## config.mk

```make
export PLATFORM = sky130hd
export DESIGN_NAME = winwdt
export DESIGN_NICKNAME = d
export VERILOG_FILES = /design/src/rtl/winwdt_pkg.sv /design/src/rtl/winwdt_tick.sv /design/src/rtl/winwdt_regs.sv /design/src/rtl/winwdt_core.sv /design/src/rtl/winwdt.sv
export SDC_FILE = /design/constraint.sdc
export NUM_CORES = 1
export LEC_CHECK = 0
export ABC_CLOCK_PERIOD_IN_PS = 3430
export BUFFER_PORTS_ARGS = -buffer_cell sky130_fd_sc_hd__buf_2
export CORE_MARGIN = 8
export CORE_UTILIZATION = 30
export CTS_CLUSTER_DIAMETER = 150
export DETAILED_ROUTE_END_ITERATION = 7
export GPL_ROUTABILITY_DRIVEN = 0
export PLACE_DENSITY_LB_ADDON = 0.2
export SYNTH_ARGS = -nofsm -noshare
export SYNTH_HDL_FRONTEND = slang
export SYNTH_SLANG_ARGS = --single-unit
```

## constraint.sdc

```tcl
create_clock -name clk -period 3.43 [get_ports clk]
set_clock_uncertainty 0.2 [all_clocks]
set_input_delay 0 -clock clk [delete_from_list [all_inputs] [get_ports clk]]
set_output_delay 0 -clock clk [all_outputs]
set_load 0.01 [all_outputs]
```

## src/rtl/winwdt_pkg.sv

```systemverilog
package winwdt_pkg;

   localparam int unsigned A_CTRL = 0;
   localparam int unsigned A_FLAG = 1;
   localparam int unsigned A_PERIOD = 2;
   localparam int unsigned A_WINDOW = 3;
   localparam int unsigned A_SERVICE = 4;
   localparam int unsigned A_COUNT = 5;

   localparam logic [31:0] KEY_SVC_FIRST = 32'h0000_A602;
   localparam logic [31:0] KEY_SVC_SECOND = 32'h0000_B480;
   localparam logic [31:0] KEY_UNL_FIRST = 32'h0000_C520;
   localparam logic [31:0] KEY_UNL_SECOND = 32'h0000_D928;

   localparam int unsigned MASK_LSB = 8;

   typedef enum logic [1:0] {
      KS_IDLE = 2'd0,
      KS_SVC  = 2'd1,
      KS_UNL  = 2'd2
   } key_st_t;

   typedef struct packed {
      logic hlock;
      logic slock;
      logic win;
      logic irq_first;
      logic run;
   } wdt_cfg_t;

endpackage

```

## src/rtl/winwdt_tick.sv

```systemverilog
module winwdt_tick #(
   parameter int unsigned TICK_MODE = 0
) (
   input  logic clk,
   input  logic rst_n,
   input  logic tick_in,
   output logic tick_o
);

   if (TICK_MODE > 1) begin : g_bad_mode
      $error("winwdt_tick: TICK_MODE must be 0 or 1");
   end

   if (TICK_MODE == 0) begin : g_pulse
      logic tick_q;
      always_ff @(posedge clk or negedge rst_n) begin
         if (!rst_n) tick_q <= 1'b0;
         else        tick_q <= tick_in;
      end
      assign tick_o = tick_q;
   end else begin : g_level
      logic [2:0] sync_q;
      always_ff @(posedge clk or negedge rst_n) begin
         if (!rst_n) sync_q <= '0;
         else        sync_q <= {sync_q[1:0], tick_in};
      end
      assign tick_o = sync_q[1] & ~sync_q[2];
   end

endmodule

```

## src/rtl/winwdt_regs.sv

```systemverilog
module winwdt_regs
   import winwdt_pkg::*;
#(
   parameter int unsigned ADDR_W  = 4,
   parameter int unsigned CNT_W   = 32,
   parameter int unsigned MST_W   = 3,
   parameter logic [31:0] TO_RST  = 32'h0000_FFFF,
   parameter logic [31:0] WIN_RST = 32'h0,
   parameter bit          RUN_RST = 1'b0
) (
   input  logic              clk,
   input  logic              rst_n,
   input  logic              bus_valid,
   input  logic              bus_write,
   input  logic [ADDR_W-1:0] bus_addr,
   input  logic [31:0]       bus_wdata,
   input  logic [MST_W-1:0]  bus_master,
   input  logic [CNT_W-1:0]  cnt_i,
   input  logic              flag_i,
   output wdt_cfg_t          cfg_o,
   output logic [CNT_W-1:0]  period_o,
   output logic [CNT_W-1:0]  window_o,
   output logic              svc_o,
   output logic              flag_clr_o,
   output logic              bus_err,
   output logic [31:0]       bus_rdata
);

   localparam int unsigned NMST = 1 << MST_W;

   if (ADDR_W < 3 || ADDR_W > 16) begin : g_chk_addr
      $error("winwdt_regs: ADDR_W out of range");
   end
   if (CNT_W < 8 || CNT_W > 32) begin : g_chk_cnt
      $error("winwdt_regs: CNT_W out of range");
   end
   if (MST_W < 1 || MST_W > 4) begin : g_chk_mst
      $error("winwdt_regs: MST_W out of range");
   end

   wdt_cfg_t          cfg_q;
   logic [NMST-1:0]   mask_q;
   logic [CNT_W-1:0]  period_q;
   logic [CNT_W-1:0]  window_q;
   key_st_t           key_q;
   key_st_t           key_d;

   logic sel_ctrl, sel_flag, sel_per, sel_win, sel_svc, sel_cnt;
   logic mapped, is_cfg, allowed, locked, wr_ok, rd_ok, unl_hit;

   always_comb begin
      sel_ctrl = bus_addr == ADDR_W'(A_CTRL);
      sel_flag = bus_addr == ADDR_W'(A_FLAG);
      sel_per  = bus_addr == ADDR_W'(A_PERIOD);
      sel_win  = bus_addr == ADDR_W'(A_WINDOW);
      sel_svc  = bus_addr == ADDR_W'(A_SERVICE);
      sel_cnt  = bus_addr == ADDR_W'(A_COUNT);
      mapped   = sel_ctrl | sel_flag | sel_per | sel_win | sel_svc | sel_cnt;
      is_cfg   = sel_ctrl | sel_per | sel_win;
      allowed  = mask_q[bus_master];
      locked   = cfg_q.slock | cfg_q.hlock;
      bus_err  = bus_valid & (~allowed | ~mapped | (bus_write & sel_cnt)
                              | (bus_write & is_cfg & locked));
      wr_ok    = bus_valid & bus_write & ~bus_err;
      rd_ok    = bus_valid & ~bus_write & ~bus_err;
   end

   // key sequencer: a first key arms, anything else disarms
   always_comb begin
      if (bus_wdata == KEY_SVC_FIRST)      key_d = KS_SVC;
      else if (bus_wdata == KEY_UNL_FIRST) key_d = KS_UNL;
      else                                 key_d = KS_IDLE;
   end

   assign svc_o   = wr_ok & sel_svc & (key_q == KS_SVC) & (bus_wdata == KEY_SVC_SECOND);
   assign unl_hit = wr_ok & sel_svc & (key_q == KS_UNL) & (bus_wdata == KEY_UNL_SECOND);
   assign flag_clr_o = wr_ok & sel_flag & bus_wdata[0];

   always_ff @(posedge clk or negedge rst_n) begin
      if (!rst_n)                 key_q <= KS_IDLE;
      else if (wr_ok && sel_svc)  key_q <= key_d;
   end

   always_ff @(posedge clk or negedge rst_n) begin
      if (!rst_n) begin
         cfg_q  <= '{hlock: 1'b0, slock: 1'b0, win: 1'b0, irq_first: 1'b0, run: RUN_RST};
         mask_q <= '1;
      end else if (wr_ok && sel_ctrl) begin
         cfg_q.run       <= bus_wdata[0];
         cfg_q.irq_first <= bus_wdata[1];
         cfg_q.win       <= bus_wdata[2];
         cfg_q.slock     <= bus_wdata[3];
         cfg_q.hlock     <= bus_wdata[4];
         mask_q          <= bus_wdata[MASK_LSB +: NMST];
      end else if (unl_hit && !cfg_q.hlock) begin
         cfg_q.slock <= 1'b0;
      end
   end

   always_ff @(posedge clk or negedge rst_n) begin
      if (!rst_n) begin
         period_q <= TO_RST[CNT_W-1:0];
         window_q <= WIN_RST[CNT_W-1:0];
      end else if (wr_ok) begin
         if (sel_per) period_q <= bus_wdata[CNT_W-1:0];
         if (sel_win) window_q <= bus_wdata[CNT_W-1:0];
      end
   end

   always_comb begin
      bus_rdata = '0;
      if (rd_ok) begin
         if (sel_ctrl) begin
            bus_rdata[MASK_LSB +: NMST] = mask_q;
            bus_rdata[4:0] = {cfg_q.hlock, cfg_q.slock, cfg_q.win, cfg_q.irq_first, cfg_q.run};
         end
         if (sel_flag) bus_rdata[0] = flag_i;
         if (sel_per)  bus_rdata[CNT_W-1:0] = period_q;
         if (sel_win)  bus_rdata[CNT_W-1:0] = window_q;
         if (sel_cnt)  bus_rdata[CNT_W-1:0] = cnt_i;
      end
   end

   assign cfg_o    = cfg_q;
   assign period_o = period_q;
   assign window_o = window_q;

   AST_HLOCK_HOLDS: assert property (@(posedge clk) disable iff (!rst_n)
      cfg_q.hlock |=> cfg_q.hlock);
   AST_LOCK_FREEZES_PERIOD: assert property (@(posedge clk) disable iff (!rst_n)
      (cfg_q.slock || cfg_q.hlock) |=> $stable(period_q) && $stable(window_q));
   AST_DENIED_NO_KEY: assert property (@(posedge clk) disable iff (!rst_n)
      (bus_valid && !mask_q[bus_master]) |=> $stable(key_q) && $stable(cfg_q));

endmodule

```

## src/rtl/winwdt_core.sv

```systemverilog
module winwdt_core #(
   parameter int unsigned CNT_W  = 32,
   parameter logic [31:0] TO_RST = 32'h0000_FFFF
) (
   input  logic             clk,
   input  logic             rst_n,
   input  logic             tick,
   input  logic             run,
   input  logic             irq_first,
   input  logic             win,
   input  logic [CNT_W-1:0] period,
   input  logic [CNT_W-1:0] window,
   input  logic             svc,
   input  logic             flag_clr,
   output logic [CNT_W-1:0] cnt_o,
   output logic             flag_o,
   output logic             rst_o
);

   if (CNT_W < 8 || CNT_W > 32) begin : g_chk_cnt
      $error("winwdt_core: CNT_W out of range");
   end

   logic [CNT_W-1:0] cnt_q;
   logic flag_q, rst_q, expire, early;

   assign expire = run & ~svc & tick & (cnt_q == '0);
   assign early  = run & svc & win & (cnt_q >= window);

   always_ff @(posedge clk or negedge rst_n) begin
      if (!rst_n)         cnt_q <= TO_RST[CNT_W-1:0];
      else if (!run)      cnt_q <= period;
      else if (svc)       cnt_q <= period;
      else if (tick)      cnt_q <= (cnt_q == '0) ? period : cnt_q - 1'b1;
   end

   always_ff @(posedge clk or negedge rst_n) begin
      if (!rst_n)                              flag_q <= 1'b0;
      else if (expire && !flag_q && irq_first) flag_q <= 1'b1;
      else if (flag_clr)                       flag_q <= 1'b0;
   end

   always_ff @(posedge clk or negedge rst_n) begin
      if (!rst_n)                                       rst_q <= 1'b0;
      else if ((expire && (flag_q || !irq_first)) || early) rst_q <= 1'b1;
   end

   assign cnt_o  = cnt_q;
   assign flag_o = flag_q;
   assign rst_o  = rst_q;

   AST_RST_STICKY: assert property (@(posedge clk) disable iff (!rst_n)
      rst_q |=> rst_q);
   AST_SECOND_EXPIRY: assert property (@(posedge clk) disable iff (!rst_n)
      (run && tick && !svc && cnt_q == '0 && flag_q) |=> rst_q);
   AST_EARLY_SERVICE: assert property (@(posedge clk) disable iff (!rst_n)
      (run && svc && win && cnt_q >= window) |=> rst_q);
   AST_HOLD_WITHOUT_TICK: assert property (@(posedge clk) disable iff (!rst_n)
      (run && !svc && !tick) |=> $stable(cnt_q));
   AST_ONE_STEP: assert property (@(posedge clk) disable iff (!rst_n)
      (run && !svc && tick && cnt_q != '0) |=> cnt_q == $past(cnt_q) - 1'b1);

endmodule

```

## src/rtl/winwdt.sv

```systemverilog
module winwdt
   import winwdt_pkg::*;
#(
   parameter int unsigned ADDR_W    = 4,
   parameter int unsigned CNT_W     = 32,
   parameter int unsigned MST_W     = 3,
   parameter logic [31:0] TO_RST    = 32'h0000_FFFF,
   parameter logic [31:0] WIN_RST   = 32'h0,
   parameter bit          RUN_RST   = 1'b0,
   parameter int unsigned TICK_MODE = 0
) (
   input  logic              clk,
   input  logic              rst_n,
   input  logic              osc_tick,
   input  logic              bus_valid,
   input  logic              bus_write,
   input  logic [ADDR_W-1:0] bus_addr,
   input  logic [31:0]       bus_wdata,
   input  logic [MST_W-1:0]  bus_master,
   output logic [31:0]       bus_rdata,
   output logic              bus_err,
   output logic              wdt_irq,
   output logic              wdt_rst_req
);

   wdt_cfg_t         cfg;
   logic [CNT_W-1:0] period, window, cnt;
   logic             tick, svc, flag_clr, flag;

   winwdt_tick #(.TICK_MODE(TICK_MODE)) u_tick (
      .clk(clk), .rst_n(rst_n), .tick_in(osc_tick), .tick_o(tick)
   );

   winwdt_regs #(
      .ADDR_W(ADDR_W), .CNT_W(CNT_W), .MST_W(MST_W),
      .TO_RST(TO_RST), .WIN_RST(WIN_RST), .RUN_RST(RUN_RST)
   ) u_regs (
      .clk(clk), .rst_n(rst_n),
      .bus_valid(bus_valid), .bus_write(bus_write), .bus_addr(bus_addr),
      .bus_wdata(bus_wdata), .bus_master(bus_master),
      .cnt_i(cnt), .flag_i(flag),
      .cfg_o(cfg), .period_o(period), .window_o(window),
      .svc_o(svc), .flag_clr_o(flag_clr),
      .bus_err(bus_err), .bus_rdata(bus_rdata)
   );

   winwdt_core #(.CNT_W(CNT_W), .TO_RST(TO_RST)) u_core (
      .clk(clk), .rst_n(rst_n), .tick(tick),
      .run(cfg.run), .irq_first(cfg.irq_first), .win(cfg.win),
      .period(period), .window(window), .svc(svc), .flag_clr(flag_clr),
      .cnt_o(cnt), .flag_o(flag), .rst_o(wdt_rst_req)
   );

   assign wdt_irq = flag;

endmodule

```

==> results of run 1 <==
==> final cells by class <==
cell class	instances	area [sq um]
flip-flops and latches	114	2900
multi-input cells	552	4000
fillers	2456	14900
repair buffers	143	1010
clock inverters	12	140
inverters	51	191
well taps	324	405
clock buffers	20	447
==> stage by stage <==
stage / total power, uW / cell area [sq um]
global placement: 1520 / 8150
floorplan: 1410 / 7250
global route: 3430 / 9100
finish: 3310 / 9100
CTS: 3350 / 9100
detailed placement: 1510 / 8150
==> Yosys cell counts, types with 3 or more instances <==
cell	n
sky130_fd_sc_hd__ha_1	34
sky130_fd_sc_hd__mux2i_1	53
sky130_fd_sc_hd__dfstp_2	40
sky130_fd_sc_hd__nor4_1	19
sky130_fd_sc_hd__inv_1	51
sky130_fd_sc_hd__nand4_1	12
sky130_fd_sc_hd__o211ai_1	4
sky130_fd_sc_hd__a211oi_1	5
sky130_fd_sc_hd__nor4bb_1	3
sky130_fd_sc_hd__buf_2	9
sky130_fd_sc_hd__nor3_1	20
sky130_fd_sc_hd__and3_1	5
sky130_fd_sc_hd__o2bb2ai_1	15
sky130_fd_sc_hd__buf_1	3
sky130_fd_sc_hd__nor2_1	76
sky130_fd_sc_hd__nand3b_1	3
sky130_fd_sc_hd__mux2_2	47
sky130_fd_sc_hd__o21ai_0	51
sky130_fd_sc_hd__buf_4	3
sky130_fd_sc_hd__o22ai_1	8
sky130_fd_sc_hd__or3_1	6
sky130_fd_sc_hd__a22oi_1	5
sky130_fd_sc_hd__and4b_1	3
sky130_fd_sc_hd__mux2_1	29
sky130_fd_sc_hd__nand3_1	9
sky130_fd_sc_hd__clkbuf_1	26
sky130_fd_sc_hd__nand2b_1	3
sky130_fd_sc_hd__a21oi_1	49
sky130_fd_sc_hd__nand2_1	53
sky130_fd_sc_hd__dfrtp_1	74
sky130_fd_sc_hd__a21o_1	3
sky130_fd_sc_hd__a221oi_1	5
==> final timing paths <==
kind | from | end | cells after the start
max | u_regs.mask_q[0] | bus_rdata[0] | 7
min | rst_n | u_regs.window_o[7] | 2
max reg2reg | u_regs.mask_q[0] | u_regs.cfg_o[1] | 6
min reg2reg | u_regs.window_o[8] | u_regs.window_o[8] | 1
max in group asynchronous | rst_n | u_regs.period_o[0] | 3
min in group clk | osc_tick | u_tick.tick_o | 2
==> per-layer routing <==
metal,vias to the layer above,share of wire (%),track usage (%)
met3,9,2.7,2.73
li1,3009,-,-
met4,0,0.68,3.48
met2,98,50,28.4
met1,3127,47,22.5
met5,-,0,0
==> worst register-to-register path, cell delays in order, from the launching register on <==
cell,delay (ns)
sky130_fd_sc_hd__dfstp_2,0.55
sky130_fd_sc_hd__mux4_2,0.24
sky130_fd_sc_hd__mux2i_2,0.10
sky130_fd_sc_hd__a211oi_4,0.55
sky130_fd_sc_hd__and3_1,0.35
sky130_fd_sc_hd__nand2_1,0.39
sky130_fd_sc_hd__mux2_2,0.41
==> registers in the layout (all words and copies together), names as in the netlist <==
name,flops
u_core.cnt_o,32
u_regs.period_o,32
u_regs.window_o,32
u_regs.mask_q,8
u_regs.cfg_o,5
u_regs.key_q,2
u_core.flag_o,1
u_core.rst_o,1
u_tick.tick_o,1
==> power groups by stage <==
stage / registers [uW] / logic [uW] / clock network (uW)
finish: 1350 / 173 / 1790
global placement: 1370 / 145 / 0
CTS: 1350 / 175 / 1820
floorplan: 1370 / 40.7 / 0
detailed placement: 1370 / 143 / 0
global route: 1350 / 189 / 1890
==> cells by family (layout without fill, tap and decap cells) <==
family                   count (synthesis)  count (layout)  share of synthesized area (%)
buffers and inverters                   92             226                           5.07
adder cells (fa/ha/maj)                 34              34                           5.87
AND/OR/NAND/NOR                        225             225                           15.3
multiplexers                           132             132                           19.9
AO/OA/AOI/OAI                          161             161                           13.8
flip-flops                             114             114                           40.0
==> what timing repair did <==
item | CTS | global route
endpoints found under the setup margin | 0 | 0
hold endpoints to repair | 138 | 0
hold buffers | 36 | 0
==> flow_summary.toml, run 1 <==
[timing]
hold_ws_ns = 0.0189
final.period_utilization_pct = 92.1
setup_viol = 0
total_negative_setup_slack_ns = 0
fin_crit_ns = 3.16
post-route-worst-setup-slack_ns = 0.271
timing_hold_violations_final = 0
timing.fmax_ghz = 0.317
slew-limit-headroom_pct = 46.3
rsz0062_at_grt = "false"
tightest_slew_ns = 0.805
final_report_max_slew_violation_count = 0

[yosys]
ys_seq_area_share_pct = 40.0
number_of_enable_type_register_cells_in_the_synthesized_netlist = 0
post_synth.cell_area_avg_sq_um = 9.57
syn_area_sq_mm = 0.00725
yosys_register_bits = 114
ys_async_sr_fraction_pct = 100
ys_top_cells_by_area = "sky130_fd_sc_hd__dfrtp_1, sky130_fd_sc_hd__dfstp_2, sky130_fd_sc_hd__mux2i_1, sky130_fd_sc_hd__mux2_2, sky130_fd_sc_hd__ha_1"
postSynthCellCount = 758
synth_top_area_cell = "sky130_fd_sc_hd__dfrtp_1"
synth_top_area_share_pct = 25.5
postSynth.topFlopCell = "sky130_fd_sc_hd__dfrtp_1"
ys.warnings.count = 0
synth.net_count = 836
post_synth_num_cell_types = 56

[cts]
clk_pin_slew_worst_paths_ns = 0.05
cts_htree_levels = 4
cts_setup_buffers = 0
tritoncts.num_buffers = 17
cts_num_sinks = 114
clkLatencyLatePin_ns = 0.41
cts-resized-gates = 0
clockBufferDepth = 2
tritoncts = "built"
clockRootBuffer = "sky130_fd_sc_hd__clkbuf_16"

[global_route]
overflow = 0
track_usage_pct = 16.9
grt_first_pass_wirelength_mm = 38.0
grt_antenna_before_repair = 1
first_global_vias = 6392
largest_net_degree_at_the_start_of_global_routing = 59

[floorplanning]
initial_core_util_pct = 30.2
fp.dieH_um = 171
i_o_pin_count = 79
design.die.area_sq_mm = 0.0294
die_w_um = 171
design.core.area_sq_mm = 0.0240
fp-row-count = 57

[critical_path]
cp.arrival_ns = 2.96
crit_family = "compound AO/OA/AOI/OAI gates"
worst_setup_slack_for_register_to_register_paths_ns = 0.51
max_stage_delay_ns = 0.55
crit_path_cell_trace = "mux4_2 > mux2i_2 > a211oi_4 > nand3b_1 > buf_4 > a211oi_1 > buf_2"
critical_path.startpoint_type = "register"
path_class = "reg2out"
critical_path.max_fanout = 22
worst_setup_ep_type = "output pin"
required_ns = 3.23
crit_path_top_delay_cell = "sky130_fd_sc_hd__dfstp_2"
critPathBufInv = 2

[route]
vias_per_cell = 5.13
route.antenna.remaining_nets = 0
route.vias.total = 6243
initialDrtViolationCount = 331
drt_drc_violations_left = 0
wirelength_routed_mm = 23.9
iteration_count_of_the_initial_detailed_routing_pass = 4
route.detailed.wl_per_inst_um = 19.6

[placed_design]
post-place-ws_ns = 0.554
io_buffers = 78
dp_hpwl_mm = 17.5
numPlacedInstances = 1148

[job]
maxCapViolCount = 0

[finish]
layout-area-overhead-vs-synth_pct = 25.4
finish.utilization_pct = 37.9
mostFrequentLayoutCell = "sky130_fd_sc_hd__buf_2"
drive_gt1_share_pct = 26.6
nets = 957
most-common-layout-cells = "sky130_fd_sc_hd__buf_2, sky130_fd_sc_hd__nor2_1, sky130_fd_sc_hd__dfrtp_1"
num_antenna_cells = 0
final_cell_count_no_fill = 1216

[pwr]
power.share.switching_pct = 22.5
seq_power_share_pct = 40.8
worst_ir_drop_vdd_mv = 0.242
power.density_mw_per_mm2 = 364
pwr-share-clk_pct = 54.0
netSwitchingPower_uw = 744
comb_power_share_pct = 5.2
cellInternalPower_uw = 2570
p_leak_uw = 0.00402

[worst_hold_path]
hold_path.class = "in2async"

[outcome]
outcome = "completed"
Note: power is estimated with default switching activity, not from simulation.
==> run 2: changes to the inputs <==
CORE_ASPECT_RATIO = 1.25   (was not set)
==> run 2 against run 1 <==
Flip-flop and latch count unchanged. Largest power group unchanged. Worst setup slack better by 0.069 ns. Final cell count up 0.82%. Largest cell class unchanged.
==> flow_summary.toml, run 2 (synthesis results as in run 1) <==
[global_route]
track_usage_pct = 16.4
grt_antenna_before_repair = 0
largest_net_degree_at_the_start_of_global_routing = 60
first_global_vias = 6427
grt_first_pass_wirelength_mm = 37.2
overflow = 0

[floorplanning]
fp-row-count = 63
fp.dieH_um = 190
die_w_um = 155
initial_core_util_pct = 30.6
i_o_pin_count = 79
design.die.area_sq_mm = 0.0294
design.core.area_sq_mm = 0.0237

[cts]
clk_pin_slew_worst_paths_ns = 0.06
cts_setup_buffers = 0
clockBufferDepth = 2
tritoncts = "built"
tritoncts.num_buffers = 17
clkLatencyLatePin_ns = 0.42
clockRootBuffer = "sky130_fd_sc_hd__clkbuf_16"
cts_htree_levels = 4
cts_num_sinks = 114

[placed_design]
dp_hpwl_mm = 17.0
post-place-ws_ns = 0.437
placedInstanceArea_sq_mm = 0.00821
io_buffers = 78

[route]
wirelength_routed_mm = 23.5
initialDrtViolationCount = 346
route.vias.total = 6254
route.antenna.remaining_nets = 0
iteration_count_of_the_initial_detailed_routing_pass = 7
drt_drc_violations_left = 0
vias_per_cell = 5.10
route.detailed.wl_per_inst_um = 19.1

[timing]
slew-limit-headroom_pct = 44.7
timing_hold_violations_final = 0
timing.fmax_ghz = 0.324
fin_crit_ns = 3.09
setup_viol = 0
post-route-worst-setup-slack_ns = 0.340
final.period_utilization_pct = 90.1
rsz0062_at_grt = "false"
final_report_max_slew_violation_count = 0
tightest_slew_ns = 0.829
total_negative_setup_slack_ns = 0

[critical_path]
critical_path.max_fanout = 27
worst_setup_ep_type = "output pin"
required_ns = 3.23
cp.arrival_ns = 2.89
path_class = "reg2out"
critical_path.startpoint_type = "register"

[finish]
drive_gt1_share_pct = 26.4
mostFrequentLayoutCell = "sky130_fd_sc_hd__buf_2"
nets = 966
num_antenna_cells = 0
n_fill_cell = 2381
final_design_area_no_fill_sq_mm = 0.00918
multi_input_area_sq_mm = 0.00400
layout-area-overhead-vs-synth_pct = 26.6
most-common-layout-cells = "sky130_fd_sc_hd__buf_2, sky130_fd_sc_hd__nor2_1, sky130_fd_sc_hd__dfrtp_1"
finish.utilization_pct = 38.7
layout.area.seq_sq_mm = 0.00290

[outcome]
outcome = "completed"

[pwr]
total_power_uw = 3260
p_leak_uw = 0.00408
worst_ir_drop_vdd_mv = 0.336
power.density_mw_per_mm2 = 355

[worst_hold_path]
hold_path.class = "in2async"

[job]
maxCapViolCount = 0
-- run 2: changes by cell type in the layout (fill, tap and decap cells not counted), moves of 3 or more --
cell,change
sky130_fd_sc_hd__dlygate4sd3_1,+4
sky130_fd_sc_hd__clkinv_2,-3
sky130_fd_sc_hd__buf_4,+3
sky130_fd_sc_hd__clkbuf_1,+4
-- run 2: area by class of cell --
cell class	count	share of cell area, %
multi-input combinational	552	43.6
sequential	114	31.6
timing repair buffer	152	12.1
clock buffer	26	5.33
tap	325	4.43
inverter	51	2.08
clock inverter	6	0.872
-- run 2: routing by layer --
layer	wire [um]	part of all wire (%)	up-vias	global-route usage, %
met5	0	0	-	0
met4	307	1.3	0	5.40
met3	786	3.4	18	2.91
met2	11700	50	117	28.1
met1	10700	46	3108	20.4
li1	-	-	3011	-
-- run 2: worst max-delay path: stages (launching register included) --
cell and delay [ns]:
sky130_fd_sc_hd__dfstp_2 0.56, sky130_fd_sc_hd__mux4_2 0.25, sky130_fd_sc_hd__mux2i_2 0.13, sky130_fd_sc_hd__a211oi_4 0.45, sky130_fd_sc_hd__nand3b_1 0.32, sky130_fd_sc_hd__buf_4 0.34, sky130_fd_sc_hd__a21oi_1 0.24, sky130_fd_sc_hd__buf_2 0.18
-- run 2: path summary, 6_finish.rpt --
check                                      start                   to  slack, ns  cells after the start
worst max register to register  u_regs.mask_q[2]  u_regs.window_o[21]       0.42                      7
worst min register to register      u_core.rst_o         u_core.rst_o       0.28                      2
max in group asynchronous                  rst_n  u_regs.period_o[10]       2.17                      3
worst min-delay path                       rst_n   u_regs.window_o[1]      0.007                      2
min in group clk                        osc_tick        u_tick.tick_o       0.03                      2
worst max-delay path            u_regs.mask_q[2]        bus_rdata[10]       0.34                      7
-- run 2: report_power, final --
group	leakage (uW)	switching (uW)	internal [uW]	total, uW
combinational	0.00236	103	66.7	169
sequential	0.00144	1.11	1350	1350
clock	0.000282	620	1120	1740
-- run 2: repair_timing --
action | CTS | global route
endpoints found under the hold margin | 139 | 0
resized for setup | 0 | 0
hold buffers | 40 | 0
-- run 2: through the flow --
stage | cells | hold WS [ns]
after floorplan | 758 | -0.496
after global placement | 1154 | -0.0896
after detailed placement | 1154 | -0.0820
after CTS | 1226 | 0.00612
after global routing | 1226 | 0.0151
final | 1226 | 0.00656
==> run 3: changes to the inputs <==
CTS_BUF_LIST = sky130_fd_sc_hd__clkbuf_8   (was not set)
==> run 3 against run 2 <==
The run now ends with hold timing left. Critical path depth stayed put. Combinational power about the same. Maximum frequency shrank 0.24%. Worst setup slack got worse by 0.0075 ns. Register-to-register slack about the same. Wire length shrank 0.79%. Hold slack lost 0.025 ns. Non-clock buffer count grew 3. Sequential share of layout area is 0.57 points higher. Final cell count increased by 0.24%. Count of clock-buffer cells in the layout down 6. Power shrank 16%. Critical endpoint unchanged.
==> flow_summary.toml, run 3 (synthesis results as in run 1) <==
[cts]
cts-resized-gates = 0
clockRootBuffer = "sky130_fd_sc_hd__clkbuf_8"
clockBufferDepth = 2
cts_num_sinks = 114
tritoncts = "built"
clkLatencyLatePin_ns = 0.44
cts_htree_levels = 4
clk_pin_slew_worst_paths_ns = 0.07
cts.hold.buffers_added = 43
cts_setup_buffers = 0
tritoncts.num_buffers = 17

[finish]
finish.utilization_pct = 38.0
mostFrequentLayoutCell = "sky130_fd_sc_hd__buf_2"
drive_gt1_share_pct = 26.3
final_cell_count_no_fill = 1229
layout-area-overhead-vs-synth_pct = 24.4
most-common-layout-cells = "sky130_fd_sc_hd__buf_2, sky130_fd_sc_hd__nor2_1, sky130_fd_sc_hd__dfrtp_1"
n_fill_cell = 2406
nets = 969
num_antenna_cells = 0

[critical_path]
max_stage_delay_ns = 0.56
critical_path.max_fanout = 27
r2r-start = "u_regs.mask_q[2]"
worst_setup_ep_type = "output pin"
crit_path_top_delay_cell = "sky130_fd_sc_hd__dfstp_2"
crit_path_cell_trace = "mux4_2 > mux2i_2 > a211oi_4 > nand3b_1 > buf_4 > a21oi_1 > buf_2"
reg2regPathDepth = 7
path_class = "reg2out"
worst_setup_slack_for_register_to_register_paths_ns = 0.42
cp.arrival_ns = 2.90
critical_path.startpoint_type = "register"
r2r_end = "u_regs.window_o[18]"
required_ns = 3.23

[floorplanning]
fp-row-count = 63
design.core.area_sq_mm = 0.0237
i_o_pin_count = 79
fp.dieH_um = 190
design.die.area_sq_mm = 0.0294
initial_core_util_pct = 30.6
die_w_um = 155

[job]
maxCapViolCount = 0

[timing]
rsz0062_at_grt = "false"
post-route-worst-setup-slack_ns = 0.333
final_report_max_slew_violation_count = 0
timing.fmax_ghz = 0.323
timing_hold_violations_final = 7
fin_crit_ns = 3.10
setup_viol = 0
slew-limit-headroom_pct = 44.6
final.period_utilization_pct = 90.3
hold_ws_ns = -0.0189
tightest_slew_ns = 0.832
total_negative_setup_slack_ns = 0

[global_route]
track_usage_pct = 16.3
grt_antenna_before_repair = 0
grt_first_pass_wirelength_mm = 37.1
overflow = 0
largest_net_degree_at_the_start_of_global_routing = 60
first_global_vias = 6440

[route]
vias_per_cell = 5.09
drt_drc_violations_left = 0
initialDrtViolationCount = 291
route.vias.total = 6254
route.detailed.wl_per_inst_um = 18.9
wirelength_routed_mm = 23.3
route.antenna.remaining_nets = 0
iteration_count_of_the_initial_detailed_routing_pass = 5

[placed_design]
numPlacedInstances = 1154
dp_hpwl_mm = 17.0
post-place-ws_ns = 0.437
io_buffers = 78

[pwr]
power.density_mw_per_mm2 = 305
worst_ir_drop_vdd_mv = 0.216
p_leak_uw = 0.00403

[outcome]
failed_checks = "hold timing"
outcome = "finished with violations"

[worst_hold_path]
hold_path.class = "in2async"
-- run 3: critical path: cells and delay by family, from the launching register on --
family / cells / cell delay, ns
AOI/OAI and AO/OA: 2 / 0.68
DFF: 1 / 0.56
buffers and inverters: 2 / 0.52
muxes: 2 / 0.36
and+or+nand+nor: 1 / 0.32
-- run 3: through the flow --
stage | area (sq um) | power, uW
2_1_floorplan | 7250 | 1410
3_3_place_gp | 8210 | 1510
6_report | 9020 | 2750
5_1_grt | 9020 | 2860
4_1_cts | 9020 | 2800
3_5_place_dp | 8210 | 1510
-- run 3: layout make-up --
| cell class | count | area [sq um] | share of cell area, % |
|---|---|---|---|
| inverter | 51 | 191 | 2.12 |
| sequential | 114 | 2900 | 32.2 |
| clock inverter | 12 | 103 | 1.14 |
| clock buffer | 20 | 275 | 3.05 |
| tap | 325 | 407 | 4.51 |
| multi-input combinational | 552 | 4000 | 44.4 |
| timing repair buffer | 155 | 1140 | 12.6 |
-- run 3: where the power goes --
| group | switching [uW] | internal, uW |
|---|---|---|
| logic | 103 | 68.2 |
| registers | 1.11 | 1350 |
| clock network | 546 | 682 |
| total | 651 | 2100 |
-- run 3: how the worst max path moves through the flow --
| stage | from | endpoint | slack (ns) | depth (start not counted) |
|---|---|---|---|---|
| 2_1_floorplan | u_regs.mask_q[2] | u_regs.window_o[22] | 0.99 | 7 |
| 3_3_place_gp | u_regs.mask_q[6] | u_regs.window_o[17] | 0.51 | 7 |
| 3_5_place_dp | u_regs.mask_q[6] | u_regs.window_o[17] | 0.44 | 7 |
| 4_1_cts | u_regs.mask_q[2] | bus_rdata[6] | 0.32 | 7 |
| 5_1_grt | u_regs.mask_q[2] | bus_rdata[9] | 0.17 | 7 |
| 6_report | u_regs.mask_q[2] | bus_rdata[10] | 0.33 | 7 |
-- run 3: layer usage --
metal  up-vias  track usage [%]  share of wire [%]
met5         -                0                  0
met4         0             5.14                1.7
met3        26             3.02                3.2
met2       111             27.8                 49
met1      3097             20.3                 46
li1       3020                -                  -
